File: src/rtl/ifr_pkg.sv
`timescale 1ns/1ps
package ifr_pkg;
  localparam int BYTE_W = 8;

  typedef enum logic [2:0] {
    ST_IDLE, ST_NORM, ST_LDAT, ST_SEND, ST_ARBW, ST_LCRC, ST_SCRC, ST_EODS
  } ifr_state_e;

  function automatic logic [BYTE_W-1:0] crc8_step(input logic [BYTE_W-1:0] c,
                                                  input logic [BYTE_W-1:0] d,
                                                  input logic [BYTE_W-1:0] poly);
    logic [BYTE_W-1:0] r;
    r = c ^ d;
    for (int i = 0; i < BYTE_W; i++) r = r[BYTE_W-1] ? ((r << 1) ^ poly) : (r << 1);
    return r;
  endfunction
endpackage

File: src/rtl/ifr_crc8.sv
`timescale 1ns/1ps
module ifr_crc8 import ifr_pkg::*; #(
  parameter logic [BYTE_W-1:0] POLY = 8'h1D,
  parameter logic [BYTE_W-1:0] SEED = 8'hFF
) (
  input  logic              clk_i,
  input  logic              rst_ni,
  input  logic              init_i,
  input  logic              upd_i,
  input  logic [BYTE_W-1:0] data_i,
  output logic [BYTE_W-1:0] crc_o
);
  logic [BYTE_W-1:0] crc_q;

  always_ff @(posedge clk_i or negedge rst_ni) begin
    if (!rst_ni)     crc_q <= SEED;
    else if (init_i) crc_q <= SEED;
    else if (upd_i)  crc_q <= crc8_step(crc_q, data_i, POLY);
  end

  assign crc_o = crc_q;
endmodule

File: src/rtl/ifr_req_ctrl.sv
`timescale 1ns/1ps
module ifr_req_ctrl #(
  parameter int GUARD_CYC = 4
) (
  input  logic clk_i,
  input  logic rst_ni,
  input  logic set_s_i,
  input  logic set_m_i,
  input  logic end_i,
  input  logic eod_rx_i,
  input  logic idle_i,
  input  logic clr_s_i,
  input  logic clr_m_i,
  input  logic clr_all_i,
  output logic req_s_o,
  output logic req_m_o
);
  localparam int GW = $clog2(GUARD_CYC + 1);

  logic [GW-1:0] guard_q;
  logic          req_s_q, req_m_q, accept;

  assign accept = idle_i && (guard_q == '0) && !eod_rx_i;

  always_ff @(posedge clk_i or negedge rst_ni) begin
    if (!rst_ni)             guard_q <= '0;
    else if (eod_rx_i)       guard_q <= GW'(GUARD_CYC);
    else if (guard_q != '0)  guard_q <= guard_q - 1'b1;
  end

  always_ff @(posedge clk_i or negedge rst_ni) begin
    if (!rst_ni) begin
      req_s_q <= 1'b0;
      req_m_q <= 1'b0;
    end else begin
      if (clr_all_i || clr_m_i)     req_m_q <= 1'b0;
      else if (accept && set_m_i)   req_m_q <= 1'b1;

      if (clr_all_i || clr_s_i || end_i || (accept && set_m_i)) req_s_q <= 1'b0;
      else if (accept && set_s_i && !req_m_q)                   req_s_q <= 1'b1;
    end
  end

  assign req_s_o = req_s_q;
  assign req_m_o = req_m_q;

  AST_NO_LATE_ARM: assert property (@(posedge clk_i) disable iff (!rst_ni)
    (eod_rx_i && !req_s_q && !req_m_q) |=> (!req_s_q && !req_m_q));
  AST_ARM_AFTER_GUARD: assert property (@(posedge clk_i) disable iff (!rst_ni)
    $rose(req_s_q) |-> ($past(guard_q) == '0));
  AST_REQ_EXCL: assert property (@(posedge clk_i) disable iff (!rst_ni)
    !(req_s_q && req_m_q));
endmodule

File: src/rtl/ifr_tx_fsm.sv
`timescale 1ns/1ps
module ifr_tx_fsm import ifr_pkg::*; (
  input  logic clk_i,
  input  logic rst_ni,
  input  logic req_s_i,
  input  logic req_m_i,
  input  logic data_wr_i,
  input  logic end_i,
  input  logic eod_rx_i,
  input  logic crc_err_i,
  input  logic sym_done_i,
  input  logic tx_done_i,
  input  logic arb_lost_i,
  input  logic rx_done_i,
  input  logic bus_err_i,
  output logic idle_o,
  output logic clr_s_o,
  output logic clr_m_o,
  output logic clr_all_o,
  output logic crc_init_o,
  output logic crc_upd_o,
  output logic sel_crc_o,
  output logic dr_empty_o,
  output logic norm_bit_o,
  output logic load_o,
  output logic eod_tx_o
);
  ifr_state_e state, nxt;
  logic mode_m, eod_pend, dr_full, tdre_q, ending, active;

  assign active = mode_m ? req_m_i : req_s_i;

  always_comb begin
    nxt        = state;
    clr_s_o    = 1'b0;
    clr_m_o    = 1'b0;
    crc_init_o = 1'b0;
    unique case (state)
      ST_IDLE: if (eod_rx_i && !crc_err_i && (req_s_i || req_m_i)) begin
        nxt        = ST_NORM;
        crc_init_o = 1'b1;
      end
      ST_NORM: if (sym_done_i) nxt = active ? ST_LDAT : ST_IDLE;
      ST_LDAT: nxt = ST_SEND;
      ST_SEND: begin
        if (arb_lost_i) begin
          if (mode_m) begin clr_m_o = 1'b1; nxt = ST_IDLE; end
          else nxt = ST_ARBW;
        end else if (tx_done_i) begin
          if (!mode_m) begin clr_s_o = 1'b1; nxt = ST_IDLE; end
          else if (dr_full || data_wr_i) nxt = ST_LDAT;
          else if (eod_pend || end_i)    nxt = ST_LCRC;
          else begin clr_m_o = 1'b1; nxt = ST_IDLE; end  // underrun
        end
      end
      ST_ARBW: if (rx_done_i) nxt = req_s_i ? ST_LDAT : ST_IDLE;
      ST_LCRC: nxt = ST_SCRC;
      ST_SCRC: begin
        if (arb_lost_i) begin clr_m_o = 1'b1; nxt = ST_IDLE; end
        else if (tx_done_i) nxt = ST_EODS;
      end
      ST_EODS: if (sym_done_i) begin clr_m_o = 1'b1; nxt = ST_IDLE; end
      default: nxt = ST_IDLE;
    endcase
    if (bus_err_i) nxt = ST_IDLE;
  end

  assign clr_all_o = bus_err_i;
  assign ending    = (state != ST_IDLE) && (nxt == ST_IDLE);

  always_ff @(posedge clk_i or negedge rst_ni) begin
    if (!rst_ni) begin
      state    <= ST_IDLE;
      mode_m   <= 1'b0;
      eod_pend <= 1'b0;
      dr_full  <= 1'b0;
      tdre_q   <= 1'b0;
    end else begin
      state <= nxt;
      if (state == ST_IDLE && nxt == ST_NORM) mode_m <= req_m_i;

      if (bus_err_i || ending) eod_pend <= 1'b0;
      else if (end_i && ((state != ST_IDLE) ? mode_m : req_m_i)) eod_pend <= 1'b1;

      if (data_wr_i)               dr_full <= 1'b1;
      else if (state == ST_LDAT)   dr_full <= 1'b0;

      if (bus_err_i || ending || data_wr_i || end_i)       tdre_q <= 1'b0;
      else if (state == ST_LDAT && mode_m && !eod_pend)    tdre_q <= 1'b1;
    end
  end

  assign idle_o     = (state == ST_IDLE);
  assign crc_upd_o  = (state == ST_LDAT) && mode_m;
  assign sel_crc_o  = (state == ST_LCRC);
  assign load_o     = (state == ST_LDAT) || (state == ST_LCRC);
  assign norm_bit_o = (state == ST_NORM);
  assign eod_tx_o   = (state == ST_EODS);
  assign dr_empty_o = tdre_q;

  AST_LOAD_AFTER_NORM: assert property (@(posedge clk_i) disable iff (!rst_ni)
    (state == ST_LDAT) |-> ($past(state) == ST_NORM || $past(state) == ST_SEND ||
                            $past(state) == ST_ARBW));
  AST_ARB_WAIT: assert property (@(posedge clk_i) disable iff (!rst_ni)
    (state == ST_SEND && arb_lost_i && !bus_err_i && !mode_m) |=> (state == ST_ARBW));
  AST_TDRE_ON_LOAD: assert property (@(posedge clk_i) disable iff (!rst_ni)
    (state == ST_LDAT && mode_m && !eod_pend && !data_wr_i && !end_i && !bus_err_i)
      |=> tdre_q);
  AST_EOD_AFTER_CRC: assert property (@(posedge clk_i) disable iff (!rst_ni)
    (state == ST_EODS) |-> ($past(state) == ST_SCRC || $past(state) == ST_EODS));
  AST_BUS_ERR_IDLE: assert property (@(posedge clk_i) disable iff (!rst_ni)
    bus_err_i |=> (state == ST_IDLE && !tdre_q));
endmodule

File: src/rtl/ifr_tx_seq.sv
`timescale 1ns/1ps
module ifr_tx_seq import ifr_pkg::*; #(
  parameter int                GUARD_CYC = 4,
  parameter logic [BYTE_W-1:0] CRC_POLY  = 8'h1D,
  parameter logic [BYTE_W-1:0] CRC_SEED  = 8'hFF
) (
  input  logic              clk_i,
  input  logic              rst_ni,
  input  logic              data_wr_i,
  input  logic [BYTE_W-1:0] data_i,
  input  logic              resp_single_set_i,
  input  logic              resp_crc_set_i,
  input  logic              resp_end_i,
  output logic              resp_single_o,
  output logic              resp_crc_o,
  output logic              dr_empty_o,
  input  logic              eod_rx_i,
  input  logic              crc_err_i,
  input  logic              sym_done_i,
  input  logic              tx_done_i,
  input  logic              arb_lost_i,
  input  logic              rx_done_i,
  input  logic              bus_err_i,
  output logic              norm_bit_o,
  output logic              load_o,
  output logic [BYTE_W-1:0] tx_byte_o,
  output logic              eod_tx_o
);
  logic [BYTE_W-1:0] dr_q, crc;
  logic idle, clr_s, clr_m, clr_all, crc_init, crc_upd, sel_crc;

  always_ff @(posedge clk_i or negedge rst_ni) begin
    if (!rst_ni)        dr_q <= '0;
    else if (data_wr_i) dr_q <= data_i;
  end

  ifr_req_ctrl #(.GUARD_CYC(GUARD_CYC)) u_req (
    .clk_i, .rst_ni,
    .set_s_i  (resp_single_set_i),
    .set_m_i  (resp_crc_set_i),
    .end_i    (resp_end_i),
    .eod_rx_i,
    .idle_i   (idle),
    .clr_s_i  (clr_s),
    .clr_m_i  (clr_m),
    .clr_all_i(clr_all),
    .req_s_o  (resp_single_o),
    .req_m_o  (resp_crc_o)
  );

  ifr_tx_fsm u_fsm (
    .clk_i, .rst_ni,
    .req_s_i   (resp_single_o),
    .req_m_i   (resp_crc_o),
    .data_wr_i,
    .end_i     (resp_end_i),
    .eod_rx_i, .crc_err_i, .sym_done_i, .tx_done_i, .arb_lost_i, .rx_done_i, .bus_err_i,
    .idle_o    (idle),
    .clr_s_o   (clr_s),
    .clr_m_o   (clr_m),
    .clr_all_o (clr_all),
    .crc_init_o(crc_init),
    .crc_upd_o (crc_upd),
    .sel_crc_o (sel_crc),
    .dr_empty_o,
    .norm_bit_o,
    .load_o,
    .eod_tx_o
  );

  ifr_crc8 #(.POLY(CRC_POLY), .SEED(CRC_SEED)) u_crc (
    .clk_i, .rst_ni,
    .init_i(crc_init),
    .upd_i (crc_upd),
    .data_i(dr_q),
    .crc_o (crc)
  );

  assign tx_byte_o = sel_crc ? ~crc : dr_q;
endmodule

File: config.mk
export PLATFORM = sky130hd
export DESIGN_NAME = ifr_tx_seq
export DESIGN_NICKNAME = d
export VERILOG_FILES = /design/src/rtl/ifr_pkg.sv /design/src/rtl/ifr_crc8.sv /design/src/rtl/ifr_req_ctrl.sv /design/src/rtl/ifr_tx_fsm.sv /design/src/rtl/ifr_tx_seq.sv
export SDC_FILE = /design/constraint.sdc
export NUM_CORES = 1
export LEC_CHECK = 0
export BUFFER_PORTS_ARGS = -buffer_cell sky130_fd_sc_hd__buf_2
export CORE_MARGIN = 2
export CORE_UTILIZATION = 55
export DETAILED_ROUTE_END_ITERATION = 12
export PLACE_DENSITY = 0.81
export SLEW_MARGIN = 20
export SYNTH_ARGS = -nofsm -noshare
export SYNTH_HDL_FRONTEND = slang
export SYNTH_HIERARCHICAL = 1
export SYNTH_SLANG_ARGS = --single-unit
File: constraint.sdc
create_clock -name clk_i -period 2.4 [get_ports clk_i]
set_input_delay 0.48 -clock clk_i [delete_from_list [all_inputs] [get_ports clk_i]]
set_output_delay 0.48 -clock clk_i [all_outputs]
set_load 0.01 [all_outputs]
# Yosys cells after proc, flatten, opt, wreduce, memory -nomap -nowiden
# Index checks and enable logic that the tools add are counted.
# word_totals
ff_bits	28
input_bits	21
output_inout_bits	14
# op_classes
n_addsub	1
n_eq_ne	8
mux	56
n_bitwise	10
n_reduce_logical	39
# ops
operator	n
2-to-1 mux 3 bit	15
2-to-1 mux 5 bit	8
inverter 4 bit	8
2-to-1 mux 1 bit	26
2-to-1 mux 8 bit	3
case mux 3 bit (8 select lines)	1
nonzero test 2 bit	7
equality test 3 bit (second input constant)	4
logical AND 1 bit	12
logical OR 1 bit	11
zero test 3 bit	3
inverter 8 bit	1
XOR 8 bit	1
equality test 3 x 1 -> 1 bit (second input constant)	2
equality test 3 x 2 -> 1 bit (second input constant)	2
nonzero test 3 bit	2
zero test 1 bit	4
2-to-1 mux 2 bit	2
case mux 1 bit (3 select lines)	1
subtractor 3 x 1 -> 3 bit (second input constant)	1

# Longest topological paths before layout
# Gate-level depths: netlist (run 1).
# logic_depth
word_depth	19
depth_mapped	6
depth_no_buf	5

# Cells and area by module
# The synthesis (run 1) kept the hierarchy.
# modules_own_cells
module	instances	cells_per_inst	area_each_um2	seq_area_each_um2
ifr_tx_fsm	1	78	633.1	175.2
ifr_crc8	1	50	615.6	210.2
ifr_tx_seq	1	42	417.9	200.2
ifr_req_ctrl	1	24	250.2	125.1

# Worst setup path after synthesis (run 1)
# Ideal clock, no wire load.
# synth_timing
path_kind	register to register
startpoint	register u_fsm.state[0]
endpoint	register u_fsm.eod_pend
setup_time_ns	0.130
t_arrival_ns	1.531
required_time_ns	2.270
path_slack_ns	0.739
path_stages_with_launch	6
path_buffers	1
path_cell_list	dfrtp_1 -> buf_6 -> a32o_1 -> a2111o_1 -> nor4_2 -> nor3_1
# synth_via
elab_chain_cells	8
elab_cells_between_ends	26
cone_classes	7 x eq/ne; 12 x mux; 7 x reduce/logical
# synth_rtl
element	line	text
start: declaration	ifr_tx_fsm.sv:28	ifr_state_e state, nxt;
start signal: assignment	ifr_tx_fsm.sv:79	state <= nxt;
2-to-1 mux 3 bit, on equally long branches	ifr_tx_fsm.sv:60, ifr_tx_fsm.sv:49	
2-to-1 mux 3 bit, on equally long branches	ifr_tx_fsm.sv:59, ifr_tx_fsm.sv:46	
case mux 3 bit (8 select lines)	ifr_tx_fsm.sv:38	unique case (state)
2-to-1 mux 3 bit	ifr_tx_fsm.sv:65	if (bus_err_i) nxt = ST_IDLE;
zero test 3 bit	ifr_tx_fsm.sv:69	assign ending = (state != ST_IDLE) && (nxt == ST_IDLE);
logical AND 1 bit	ifr_tx_fsm.sv:69	
logical OR 1 bit	ifr_tx_fsm.sv:82	if (bus_err_i || ending) eod_pend <= 1'b0;
2-to-1 mux 1 bit or nonzero test 2 bit (tied branches)	n/a	
end signal: assignment	ifr_tx_fsm.sv:75	eod_pend <= 1'b0;
end signal: assignment	ifr_tx_fsm.sv:82	
end signal: assignment	ifr_tx_fsm.sv:83	else if (end_i && ((state != ST_IDLE) ? mode_m : req_m_i)) eod_pend <= 1'b1;
end: declaration	ifr_tx_fsm.sv:29	logic mode_m, eod_pend, dr_full, tdre_q, ending, active;
# Several ways; a longest one is shown, not always the timed one.
# A chain may end at the register's enable or synchronous reset.

# Worst setup path after layout (run 1)
# layout_timing
startpoint	register u_fsm.state[1]
endpoint	output tx_byte_o[4]
# layout_via
elab_chain_cells	2
# layout_rtl
element	line	text
equality test 3 bit	ifr_tx_fsm.sv:95	assign sel_crc_o = (state == ST_LCRC);
named net sel_crc	ifr_tx_seq.sv:30	logic idle, clr_s, clr_m, clr_all, crc_init, crc_upd, sel_crc;
2-to-1 mux 8 bit	ifr_tx_seq.sv:79	assign tx_byte_o = sel_crc ? ~crc : dr_q;
end: declaration	ifr_tx_seq.sv:26	output logic [BYTE_W-1:0] tx_byte_o,
# The timed path passes the listed nets, and every way through them passes these cells.

==> results of run 1 <==
final cells by class:
| class | count | area [sq um] |
|---|---|---|
| tap | 46 | 57.6 |
| clock buffer | 4 | 36.3 |
| fill | 273 | 1180 |
| inverter | 16 | 60.1 |
| sequential | 28 | 712 |
| multi-input combinational | 141 | 1090 |
| timing repair buffer | 39 | 208 |
timing repair:
action | 4_1_cts | 5_1_grt
resized for setup | 0 | 1
hold endpoints to repair | 0 | 0
endpoints found under the setup margin | 0 | 3
cells in the final DEF, fill, tap and decap left out, types with 2 or more instances in the layout:
master,instances
xor2_1,3
clkbuf_4,3
xnor2_2,4
inv_1,15
a211o_1,6
nand2_1,10
dfrtp_1,19
buf_4,5
o21ai_2,3
a31oi_1,2
a211oi_1,5
nor3_1,5
xnor2_1,14
o31ai_1,2
or3_1,2
a21oi_1,8
o21ai_0,8
xnor3_1,2
nor3b_1,2
mux2_2,2
dfstp_2,8
or2_2,2
buf_2,34
nand3_1,2
nand2_2,3
mux2i_1,10
nand3b_1,3
nand2b_1,2
nor2_1,11
ha_1,2
nor2b_1,8
metal layers:
layer / global-route usage (%) / wire (um) / part of all wire (%) / vias to the layer above
li1: - / - / - / 745
met1: 30.5 / 1820 / 50 / 699
met2: 32.4 / 1680 / 46 / 37
met3: 2.52 / 126 / 3.4 / 5
met4: 6.94 / 44 / 1.2 / 0
met5: 0 / 0 / 0 / -
flip-flops by register name, summed over array words and instances (netlist names):
| signal | cells |
|---|---|
| u_fsm/mode_m | 1 |
| dr_q | 8 |
| u_req/guard_q | 3 |
| u_fsm/dr_full | 1 |
| u_crc/crc_o | 8 |
| u_fsm/dr_empty_o | 1 |
| u_req/req_m_o | 1 |
| u_fsm/state | 3 |
| u_fsm/eod_pend | 1 |
| u_req/req_s_o | 1 |
critical path: cells and delay by family (launching register included):
family                 cells  cell delay [ps]
muxes                      1              210
and+or+nand+nor            1              170
DFF                        1              570
buffers and inverters      2              360
where the power goes:
group / internal [mW] / total (mW) / leakage (nW) / switching [mW]
Combinational: 0.662 / 1.15 / 0.624 / 0.487
Clock: 0.0930 / 0.228 / 0.0210 / 0.135
Sequential: 0.630 / 0.735 / 0.336 / 0.105
Total: 1.38 / 2.11 / 0.981 / 0.728
logic make-up (layout without fill, tap and decap cells):
logic type | Yosys count | after routing | synth area share, %
flip-flops | 28 | 28 | 37.1
XOR/XNOR | 25 | 25 | 15.6
buffers and inverters | 25 | 59 | 6.27
AND/OR/NAND/NOR | 60 | 60 | 18.0
AO/OA/AOI/OAI | 42 | 42 | 15.3
adder cells (fa/ha/maj) | 2 | 2 | 1.31
multiplexers | 12 | 12 | 6.40
metrics by stage:
stage	setup WS, ps	std cells	power [mW]
2_1_floorplan	739	194	1.71
3_3_place_gp	487	270	1.87
3_5_place_dp	467	270	1.89
4_1_cts	149	274	2.14
5_1_grt	101	274	2.29
6_report	291	274	2.11
Yosys cell counts (all sizes together) (3+ instances only):
cell,instances
nor2b,8
nand3b,3
dfstp,8
buf,8
a211oi,5
a211o,6
xnor2,18
dfrtp,20
mux2i,10
inv,16
xor2,4
nor3,5
nor2,11
a21oi,8
nand2,13
o21ai,11
worst max path at each step:
stage / from / to / slack (ps)
floorplan: u_fsm/state[0] / u_fsm/eod_pend / 740
global route: u_fsm/state[0] / tx_byte_o[5] / 100
finish: u_fsm/state[1] / tx_byte_o[4] / 290
CTS: u_fsm/state[2] / tx_byte_o[5] / 150
detailed placement: u_fsm/state[1] / u_fsm/eod_pend / 470
global placement: u_fsm/state[1] / u_fsm/eod_pend / 490
==> results.toml, run 1 <==
[yosys]
synthFlopType = "dfrtp_1"
synth_nets = 217
async_flop_share_pct = 100
yosys_warnings = 6
syn_area_sq_um = 1920
ys_seq_area_share_pct = 37.1
synth_top_area_share_pct = 26.1
synth_cell_types = 54
synthCells = 194
synth.area.top_cells = "dfrtp_1 (26%), dfstp_2 (11%), xnor2_1 (6.4%)"
yosys.area.top_type = "dfrtp_1"
synth.avg_cell_area_sq_um = 9.88
synth-edff-count = 0
ys_seq_elements = 28

[drt]
vias = 1486
drt_wl_total_mm = 3.67
via_per_inst = 5.42
drc = 0
ant_nets = 0
drt_iter0_drc = 86
drtPass1Iterations = 4
wl_per_cell_um = 13.4

[floorplanning]
io_pins = 35
dieArea_sq_um = 3970
die_w_um = 63.0
placeableCoreArea_sq_um = 3340
die_h_um = 63.0
rows = 21
start_util_pct = 57.4

[grt]
grt_max_degree = 29
antenna_found_initial = 0
gr-total-overflow = 0
grt_usage_pct = 20.9
grt_first_pass_wirelength_mm = 6.62
first_global_vias = 1434

[setup_path]
r2r-end = "u_fsm/eod_pend"
cp_slowest_stage_delay_ps = 570
reg2regPathDepth = 5
rrSetupSlack_ps = 450
r2r-start = "u_fsm/state[1]"
endpoint_kind = "output port"
start_kind = "register"
criticalPathCategory = "register to output port"
required_ps = 1920
cp_cell_sequence = "nor2_1, buf_4, mux2i_1, buf_2"
crit_fanout = 14
cp.arrival_ps = 1630
crit_slowest_cell = "dfrtp_1"

[min_path]
min_path_type = "primary input to asynchronous set/reset pin"

[placed_design]
io_buffers = 34
hpwl_mm = 2.77
placed_cell_area_sq_um = 2120
gp_congestion = 0.981

[timing]
tightest_slew_ps = 597
tns_ps = 0
hold_viol = 0
period_share_pct = 87.9
period_minus_slack_ps = 2110
relSlewSlack_pct = 60.2
finalSetupViolCount = 0
whs_ps = 126
grt_setup_unrepaired = "no"
drv_slew = 0
max_freq_mhz = 474
fin_skew_ps = 14.3

[clocking]
holdBufCountCts = 0
cts_tree = "built"
cts_root_buffer = "clkbuf_4"
cts_setup_buffers = 0
insertion_delay_ps = 340
clockBufferDepth = 2
htree_levels = 1
clk_pin_slew_ps = 150
cts_sinks = 28
cts-buffers-inserted = 3

[final_layout]
fin_area_sq_um = 2160
final_layout_size_suffix_gt1_share_pct = 30.7
n_antenna_cell = 0
syn_to_final_growth_pct = 12.7
nets = 252
post-route-util_pct = 64.7

[pwr]
powerDensity_nw_per_um2 = 978
p_leak_nw = 0.981
peakVddDrop_mv = 0.495

[flow_run]
maxCapViolCount = 0

[run_status]
status = "completed"
(Power assumes the default switching activity.)
==> run 2, diff against run 1 <==
- CELL_PAD_IN_SITES_DETAIL_PLACEMENT: not set -> 1
- CELL_PAD_IN_SITES_GLOBAL_PLACEMENT: not set -> 2
- CORE_UTILIZATION: 55 -> 35
- PLACE_DENSITY: 0.81 -> 0.82
==> results.toml, run 2 (same netlist as run 1, synthesis figures left out) <==
[timing]
grt_setup_unrepaired = "no"
period_minus_slack_ps = 2210
tns_ps = 0
tightest_slew_ps = 641
max_freq_mhz = 453
worst_slack_ps = 194
fin_skew_ps = 2.90
relSlewSlack_pct = 57.3
finalSetupViolCount = 0
drv_slew = 0
hold_viol = 0
period_share_pct = 91.9

[setup_path]
required_ps = 1920
rrSetupSlack_ps = 340
criticalPathCategory = "register to output port"
r2r-start = "u_fsm/state[1]"
crit_fanout = 14
endpoint_kind = "output port"
reg2regPathDepth = 5
start_kind = "register"
cp.arrival_ps = 1730
r2r-end = "u_fsm/eod_pend"

[clocking]
cts-buffers-inserted = 3
holdBufCountCts = 0
cts_root_buffer = "clkbuf_8"
clk_pin_slew_ps = 100
htree_levels = 1
clockBufferDepth = 2
cts_sinks = 28
cts_tree = "built"
insertion_delay_ps = 280

[pwr]
total_power_mw = 2.32
p_sw_share_pct = 34.6
comb_power_share_pct = 52.0
internal_power_mw = 1.52
peakVddDrop_mv = 0.429
power_frac_clock_pct = 16.1
p_leak_nw = 0.996
switching_power_mw = 0.802
p_seq_share_pct = 31.9
powerDensity_nw_per_um2 = 1040

[floorplanning]
start_util_pct = 36.8
dieArea_sq_um = 6080
io_pins = 35
placeableCoreArea_sq_um = 5200
die_h_um = 78.0
rows = 26
die_w_um = 78.0

[placed_design]
io_buffers = 34
dp_slack_ps = 325
gp_congestion = 0.814
hpwl_mm = 3.36
place.detailed.instances = 294

[drt]
dr_wl_met3_um = 143
vias = 1528
maxUsedRoutingLayer = "met4"
wl_per_cell_um = 15.0
via_per_inst = 5.13
drt_wl_total_mm = 4.47
drt_iter0_drc = 84
wl_met2_mm = 2.02
wl_met1_mm = 2.25
drc = 0
drtPass1Iterations = 4
ant_nets = 0

[grt]
gr-total-overflow = 0
antenna_found_initial = 0
grt_usage_pct = 15.5
first_global_vias = 1527
grt_max_degree = 29
grt_first_pass_wirelength_mm = 7.42

[final_layout]
post-route-util_pct = 42.7
regArea_sq_um = 712
nets = 252
final_layout_size_suffix_gt1_share_pct = 30.7
fill_cells = 629
multi_input_area_sq_um = 1090
n_antenna_cell = 0
syn_to_final_growth_pct = 16.1
most-common-layout-cells = "buf_2 (34), dfrtp_1 (19), inv_1 (15), xnor2_1 (14), nor2_1 (11)"
final_common_cell = "buf_2"
instances_no_fill = 298

[min_path]
min_path_type = "primary input to asynchronous set/reset pin"

[flow_run]
maxCapViolCount = 0

[run_status]
status = "completed"
-- run 2: cell type report --
type,instances,area share (%)
Clock buffer,3,1.86
Clock inverter,1,1.35
Inverter,16,2.70
Multi-Input combinational cell,141,48.8
Sequential cell,28,32.0
Tap cell,70,3.94
Timing Repair Buffer,39,9.34
-- run 2: how the worst max path moves through the flow --
stage | startpoint | slack, ps | end
after floorplan | u_fsm/state[0] | 740 | u_fsm/eod_pend
after global placement | u_fsm/state[1] | 390 | u_fsm/eod_pend
after detailed placement | u_fsm/state[1] | 330 | u_fsm/eod_pend
after CTS | u_fsm/state[0] | 140 | tx_byte_o[3]
after global routing | u_fsm/state[2] | 20 | tx_byte_o[4]
final | u_fsm/state[2] | 190 | tx_byte_o[3]
-- run 2: per-layer routing --
layer	GRT usage (%)	vias to the layer above
met3	1.86	5
met5	0	-
met4	4.74	0
li1	-	744
met2	24.2	28
met1	22.5	751
-- run 2: repair_timing --
| action | CTS | global route |
|---|---|---|
| setup buffers | 0 | 0 |
| setup endpoints to repair | 0 | 1 |
| gates resized for setup | 0 | 1 |
-- run 2: critical path, stage by stage (launching register included) --
cell	delay [ps]
dfrtp_1	620
nand2_1	140
nor2_1	110
buf_4	210
mux2i_1	210
buf_2	150
-- run 2: power groups by stage --
stage | clock network [mW] | logic [mW] | registers (mW)
2_1_floorplan | 0 | 0.990 | 0.718
3_3_place_gp | 0 | 1.15 | 0.742
3_5_place_dp | 0 | 1.18 | 0.750
4_1_cts | 0.393 | 1.21 | 0.742
5_1_grt | 0.409 | 1.32 | 0.759
6_report | 0.373 | 1.21 | 0.740
-- run 2: metrics by stage --
step	area (sq um)	hold WS, ps
after floorplan	1920	184
after global placement	2150	482
after detailed placement	2150	507
after CTS	2220	235
after global routing	2220	245
final	2220	212
